==> src/rtl/ktc_pkg.sv <==
package ktc_pkg;
    localparam int LINES = 4;
    localparam int IDX_W = $clog2(LINES);

    typedef struct packed {
        logic             low_en;
        logic [IDX_W-1:0] low_idx;
        logic             high_en;
        logic [IDX_W-1:0] high_idx;
        logic             mute;
        logic             run_en;
    } ktc_out_t;

    typedef enum logic [1:0] {
        GRP_NONE = 2'd0,
        GRP_ONE  = 2'd1,
        GRP_MANY = 2'd2
    } grp_cnt_e;
endpackage

==> src/rtl/ktc_sync.sv <==
module ktc_sync #(
    parameter int         W       = 1,
    parameter logic [W-1:0] RST_VAL = '0
) (
    input  logic         clk,
    input  logic         rst_n,
    input  logic [W-1:0] din,
    output logic [W-1:0] dout
);
    logic [W-1:0] meta_q, meta_d;
    logic [W-1:0] stab_q, stab_d;

    always_comb begin
        meta_d = din;
        stab_d = meta_q;
    end

    always_ff @(posedge clk or negedge rst_n) begin
        if (!rst_n) begin
            meta_q <= RST_VAL;
            stab_q <= RST_VAL;
        end else begin
            meta_q <= meta_d;
            stab_q <= stab_d;
        end
    end

    assign dout = stab_q;
endmodule

==> src/rtl/ktc_group_decode.sv <==
module ktc_group_decode
    import ktc_pkg::*;
(
    input  logic [LINES-1:0] act,
    output grp_cnt_e         cnt,
    output logic [IDX_W-1:0] idx
);
    logic [IDX_W:0] total;

    always_comb begin
        total = '0;
        idx   = '0;
        for (int k = LINES - 1; k >= 0; k--) begin
            if (act[k]) begin
                total = total + 1'b1;
                idx   = IDX_W'(k);
            end
        end
        if (total == 0)      cnt = GRP_NONE;
        else if (total == 1) cnt = GRP_ONE;
        else                 cnt = GRP_MANY;
    end
endmodule

==> src/rtl/ktc_keypad_ctrl.sv <==
module ktc_keypad_ctrl
    import ktc_pkg::*;
(
    input  logic             clk,
    input  logic             rst_n,
    input  logic [LINES-1:0] row_n,
    input  logic [LINES-1:0] col_n,
    input  logic             tone_dis_n,
    input  logic             single_ok,
    output logic             low_en,
    output logic [IDX_W-1:0] low_idx,
    output logic             high_en,
    output logic [IDX_W-1:0] high_idx,
    output logic             mute,
    output logic             run_en
);
    localparam int SW = 2 * LINES + 2;
    localparam logic [SW-1:0] SYNC_RST = {{(2 * LINES) {1'b1}}, 1'b1, 1'b0};

    logic [SW-1:0]    sync_out;
    logic [LINES-1:0] row_act, col_act;
    logic             dis_n_s, sok_s;
    grp_cnt_e         row_cnt, col_cnt;
    logic [IDX_W-1:0] row_idx, col_idx;
    ktc_out_t         out_d, out_q;

    ktc_sync #(.W(SW), .RST_VAL(SYNC_RST)) u_sync (
        .clk   (clk),
        .rst_n (rst_n),
        .din   ({row_n, col_n, tone_dis_n, single_ok}),
        .dout  (sync_out)
    );

    assign row_act = ~sync_out[SW-1 -: LINES];
    assign col_act = ~sync_out[LINES+1 -: LINES];
    assign dis_n_s = sync_out[1];
    assign sok_s   = sync_out[0];

    ktc_group_decode u_row (.act(row_act), .cnt(row_cnt), .idx(row_idx));
    ktc_group_decode u_col (.act(col_act), .cnt(col_cnt), .idx(col_idx));

    always_comb begin
        out_d = '0;
        out_d.mute = (row_cnt != GRP_NONE) && (col_cnt != GRP_NONE);
        if (dis_n_s) begin
            if (row_cnt == GRP_ONE && col_cnt == GRP_ONE) begin
                out_d.low_en  = 1'b1;
                out_d.high_en = 1'b1;
            end else if (sok_s && row_cnt == GRP_MANY && col_cnt == GRP_ONE) begin
                out_d.high_en = 1'b1;
            end else if (sok_s && row_cnt == GRP_ONE && col_cnt == GRP_MANY) begin
                out_d.low_en = 1'b1;
            end
        end
        if (out_d.low_en)  out_d.low_idx  = row_idx;
        if (out_d.high_en) out_d.high_idx = col_idx;
        out_d.run_en = out_d.low_en | out_d.high_en;
    end

    always_ff @(posedge clk or negedge rst_n) begin
        if (!rst_n) out_q <= '0;
        else        out_q <= out_d;
    end

    assign low_en   = out_q.low_en;
    assign low_idx  = out_q.low_idx;
    assign high_en  = out_q.high_en;
    assign high_idx = out_q.high_idx;
    assign mute     = out_q.mute;
    assign run_en   = out_q.run_en;


    dis_quiet_chk: assert property (@(posedge clk) disable iff (!rst_n)
        !dis_n_s |=> (!low_en && !high_en && !run_en));


    run_follows_tone_chk: assert property (@(posedge clk) disable iff (!rst_n)
        run_en == (low_en || high_en));


    idle_idx_chk: assert property (@(posedge clk) disable iff (!rst_n)
        (!low_en |-> low_idx == '0) and (!high_en |-> high_idx == '0));


    single_needs_allow_chk: assert property (@(posedge clk) disable iff (!rst_n)
        !sok_s |=> (low_en == high_en));


    tone_implies_mute_chk: assert property (@(posedge clk) disable iff (!rst_n)
        (low_en || high_en) |-> mute);
endmodule

==> config.mk <==
export PLATFORM = sky130hd
export DESIGN_NAME = ktc_keypad_ctrl
export DESIGN_NICKNAME = d
export VERILOG_FILES = /design/src/rtl/ktc_pkg.sv /design/src/rtl/ktc_sync.sv /design/src/rtl/ktc_group_decode.sv /design/src/rtl/ktc_keypad_ctrl.sv
export SDC_FILE = /design/constraint.sdc
export NUM_CORES = 1
export LEC_CHECK = 0
export ABC_AREA = 1
export BUFFER_PORTS_ARGS = -buffer_cell sky130_fd_sc_hd__buf_2
export CAP_MARGIN = 20
export CORE_ASPECT_RATIO = 1.25
export CORE_MARGIN = 2
export CORE_UTILIZATION = 45
export DETAILED_ROUTE_END_ITERATION = 6
export GPL_TIMING_DRIVEN = 0
export PLACE_DENSITY_LB_ADDON = 0.25
export SYNTH_ARGS = -nofsm -noshare
export SYNTH_HDL_FRONTEND = slang
export SYNTH_SLANG_ARGS = --single-unit
==> constraint.sdc <==
create_clock -name clk -period 2.6 [get_ports clk]
set_input_delay 0.39 -clock clk [delete_from_list [all_inputs] [get_ports clk]]
set_output_delay 0.39 -clock clk [all_outputs]
set_load 0.02 [all_outputs]
==> impl_metrics.env <==
export IMPL_cts_buffer_depth=2
export IMPL_io_buffers=19
export IMPL_tns_ps=0
export IMPL_skew_ps=1.80
export IMPL_cts_reportedPaths_clkPinSlew_ps=140
export IMPL_clk_latency_ps=320
export IMPL_path_class="reg2reg"
export IMPL_slew_violations=0
export IMPL_postCtsSetupBuffers=0
export IMPL_p_total_mw=0.873
export IMPL_rsz0062_at_grt="false"
export IMPL_grt_pass1_wl_mm=3.01
export IMPL_placed_cells=173
export IMPL_dr_pass1_iters=4
export IMPL_period_minus_slack_ps=2260
export IMPL_ios=20
export IMPL_postRouteAntennaNets=0
export IMPL_slew_headroom=0.617
export IMPL_yosysWarnings=0
export IMPL_multi_input_area_um2=425
export IMPL_max_cap_violations=0
export IMPL_routabilityCongestion=0.796
export IMPL_cts_resized=0
export IMPL_die_w_um=50.6
export IMPL_synth_area_leaders="dfstp_2 39%, dfrtp_1 20%, ha_1 10%, nand2_1 8.6%, inv_1 5.2%"
export IMPL_yosysTopAreaCell="dfstp_2"
export IMPL_grt_usage=0.123
export IMPL_cts_inserted_buffers=3
export IMPL_reg2reg_depth=13
export IMPL_cts_tree="yes"
export IMPL_rows=21
export IMPL_synth_compound_area_frac=0.0194
export IMPL_synth_xor_area_frac=0
export IMPL_post_dp_hpwl_mm=1.32
export IMPL_drt_wl_total_mm=1.71
export IMPL_period_share=0.869
export IMPL_synth_cell_types=15
export IMPL_rrSetupSlack_ps=340
export IMPL_irDropWorstVdd_mv=0.367
export IMPL_synth_top_area_share=0.387
export IMPL_ys_top_cells_by_count="28 x nand2_1, 18 x dfstp_2, 17 x inv_1"
export IMPL_grt_max_degree=29
export IMPL_wl_per_cell_um=9.64
export IMPL_vias=787
export IMPL_synth_top_family_by_area="simple AND/OR/NAND/NOR gates"
export IMPL_coreArea_mm2=0.00263
export IMPL_synthSimpleGateAreaFrac=0.226
export IMPL_drive_above_1_share=0.413
export IMPL_required_ps=2860
export IMPL_cellLeakagePower_nw=0.770
export IMPL_grt_pass1_vias=721
export IMPL_synth_flop_cell="dfstp_2"
export IMPL_nets=166
export IMPL_fmax_ghz=0.443
export IMPL_whs_ps=40.9
export IMPL_power_density_mw_per_mm2=617
export IMPL_register_area_um2=723
export IMPL_antenna_found_initial=0
export IMPL_drcViolationCount=0
export IMPL_diodes=0
export IMPL_via_per_inst=4.45
export IMPL_cp_data_arrival_time_ps=2520
export IMPL_avgSynthCellArea_um2=10.2
export IMPL_r2r_end="high_idx[1]"
export IMPL_synth_area_mm2=0.00122
export IMPL_synthArstFlopShare=1.00
export IMPL_dieHeight_um=62.3
export IMPL_reg2reg_from="u_sync.dout[4]"
export IMPL_synth_mux_area_frac=0
export IMPL_die_area_mm2=0.00315
export IMPL_postLayoutCoreUtil=0.538
export IMPL_drtIter0Drc=4
export IMPL_ys_seq_area_frac=0.591
export IMPL_syn_inst=120
export IMPL_status="completed"
export IMPL_start_util=0.466
export IMPL_hold_viol_final=0
export IMPL_cp_end_kind="flop"
export IMPL_crit_path_start_kind="flop"
export IMPL_synth_enable_flop_cells=0
export IMPL_tightestPinTransition_ps=575
export IMPL_synthesis_nets=142
export IMPL_synthAdderAreaFrac=0.102
export IMPL_synth_most_common_cell="nand2_1"
export IMPL_min_path_type="in2async"
export IMPL_grt_overflow_total=0
export IMPL_fillerInstances=256
export IMPL_clkSinkCount=28
export IMPL_clk_root_buffer_cell="clkbuf_4"
export IMPL_setup_viol=0
export IMPL_fin_cells=177
export IMPL_path_max_fanout=4
export IMPL_cts_max_level=1
export IMPL_syn_to_final_growth_pct=15.5
export IMPL_holdBufCountCts=0
export IMPL_synth_ff_latch_count=28
==> where the power goes <==
part | switching, mW | internal (mW)
Sequential | 0.0121 | 0.469
Clock | 0.122 | 0.156
Combinational | 0.0708 | 0.0424
Total | 0.205 | 0.668
==> sequential cells by signal, summed over array words and instances (netlist names) <==
name           cells
mute               1
high_idx           2
u_sync.dout       10
low_idx            2
high_en            1
run_en             1
u_sync.meta_q     10
low_en             1
==> layout by cell type, fill, tap and decap left out, drive strengths merged <==
cell type | netlist | layout
nand2 | 38 | 38
ha | 10 | 10
inv | 20 | 20
clkbuf | 0 | 3
dfrtp | 10 | 10
o22a | 1 | 1
buf | 0 | 19
o21ai | 3 | 3
dfstp | 18 | 18
nand3 | 7 | 7
or2 | 2 | 2
nor2 | 11 | 11
bufinv | 0 | 1
==> cells by family (layout without fill, tap and decap cells) <==
logic type,Yosys count,after routing
adder cells (fa/ha/maj),10,10
AO/OA/AOI/OAI,4,4
flip-flops,28,28
buffers and inverters,20,43
AND/OR/NAND/NOR,58,58
==> cell type report <==
type	count	share of cell area
clock inverters	1	0.0212
multi-input cells	72	0.301
clock buffers	3	0.0159
repair buffers	19	0.0673
inverters	20	0.0531
flip-flops and latches	28	0.512
well taps	34	0.0301
==> worst max-delay path: stages, from the launching register on <==
cell	delay, ps
dfstp_2	590
inv_1	50
ha_1	330
inv_1	70
nand2_1	60
nand2_1	80
inv_1	50
ha_1	280
or2_1	220
nand2_2	90
nand3_2	90
nor2_2	100
nand2_2	90
nor2_1	100
==> per-stage QoR <==
step	cell area [um^2]	worst slack [ps]
detailed placement	1360	341
finish	1410	341
global route	1410	157
floorplan	1220	521
global placement	1360	412
CTS	1410	312
==> worst max-delay path by stage <==
stage                   startpoint     endpoint  slack (ps)  depth (start not counted)
floorplan           u_sync.dout[8]       run_en         520                         14
global placement    u_sync.dout[8]       run_en         410                         14
detailed placement  u_sync.dout[8]       run_en         340                         14
CTS                 u_sync.dout[4]  high_idx[1]         310                         13
global route        u_sync.dout[4]  high_idx[0]         160                         13
finish              u_sync.dout[4]  high_idx[1]         340                         13
==> layer usage <==
layer  up-vias  GRT usage  part of all wire
li1        402          -                 -
met1       373      0.161              0.42
met2        10      0.194              0.53
met3         2     0.0168             0.032
met4         0     0.0709             0.013
met5         -          0                 0
(Power assumes the default switching activity.)
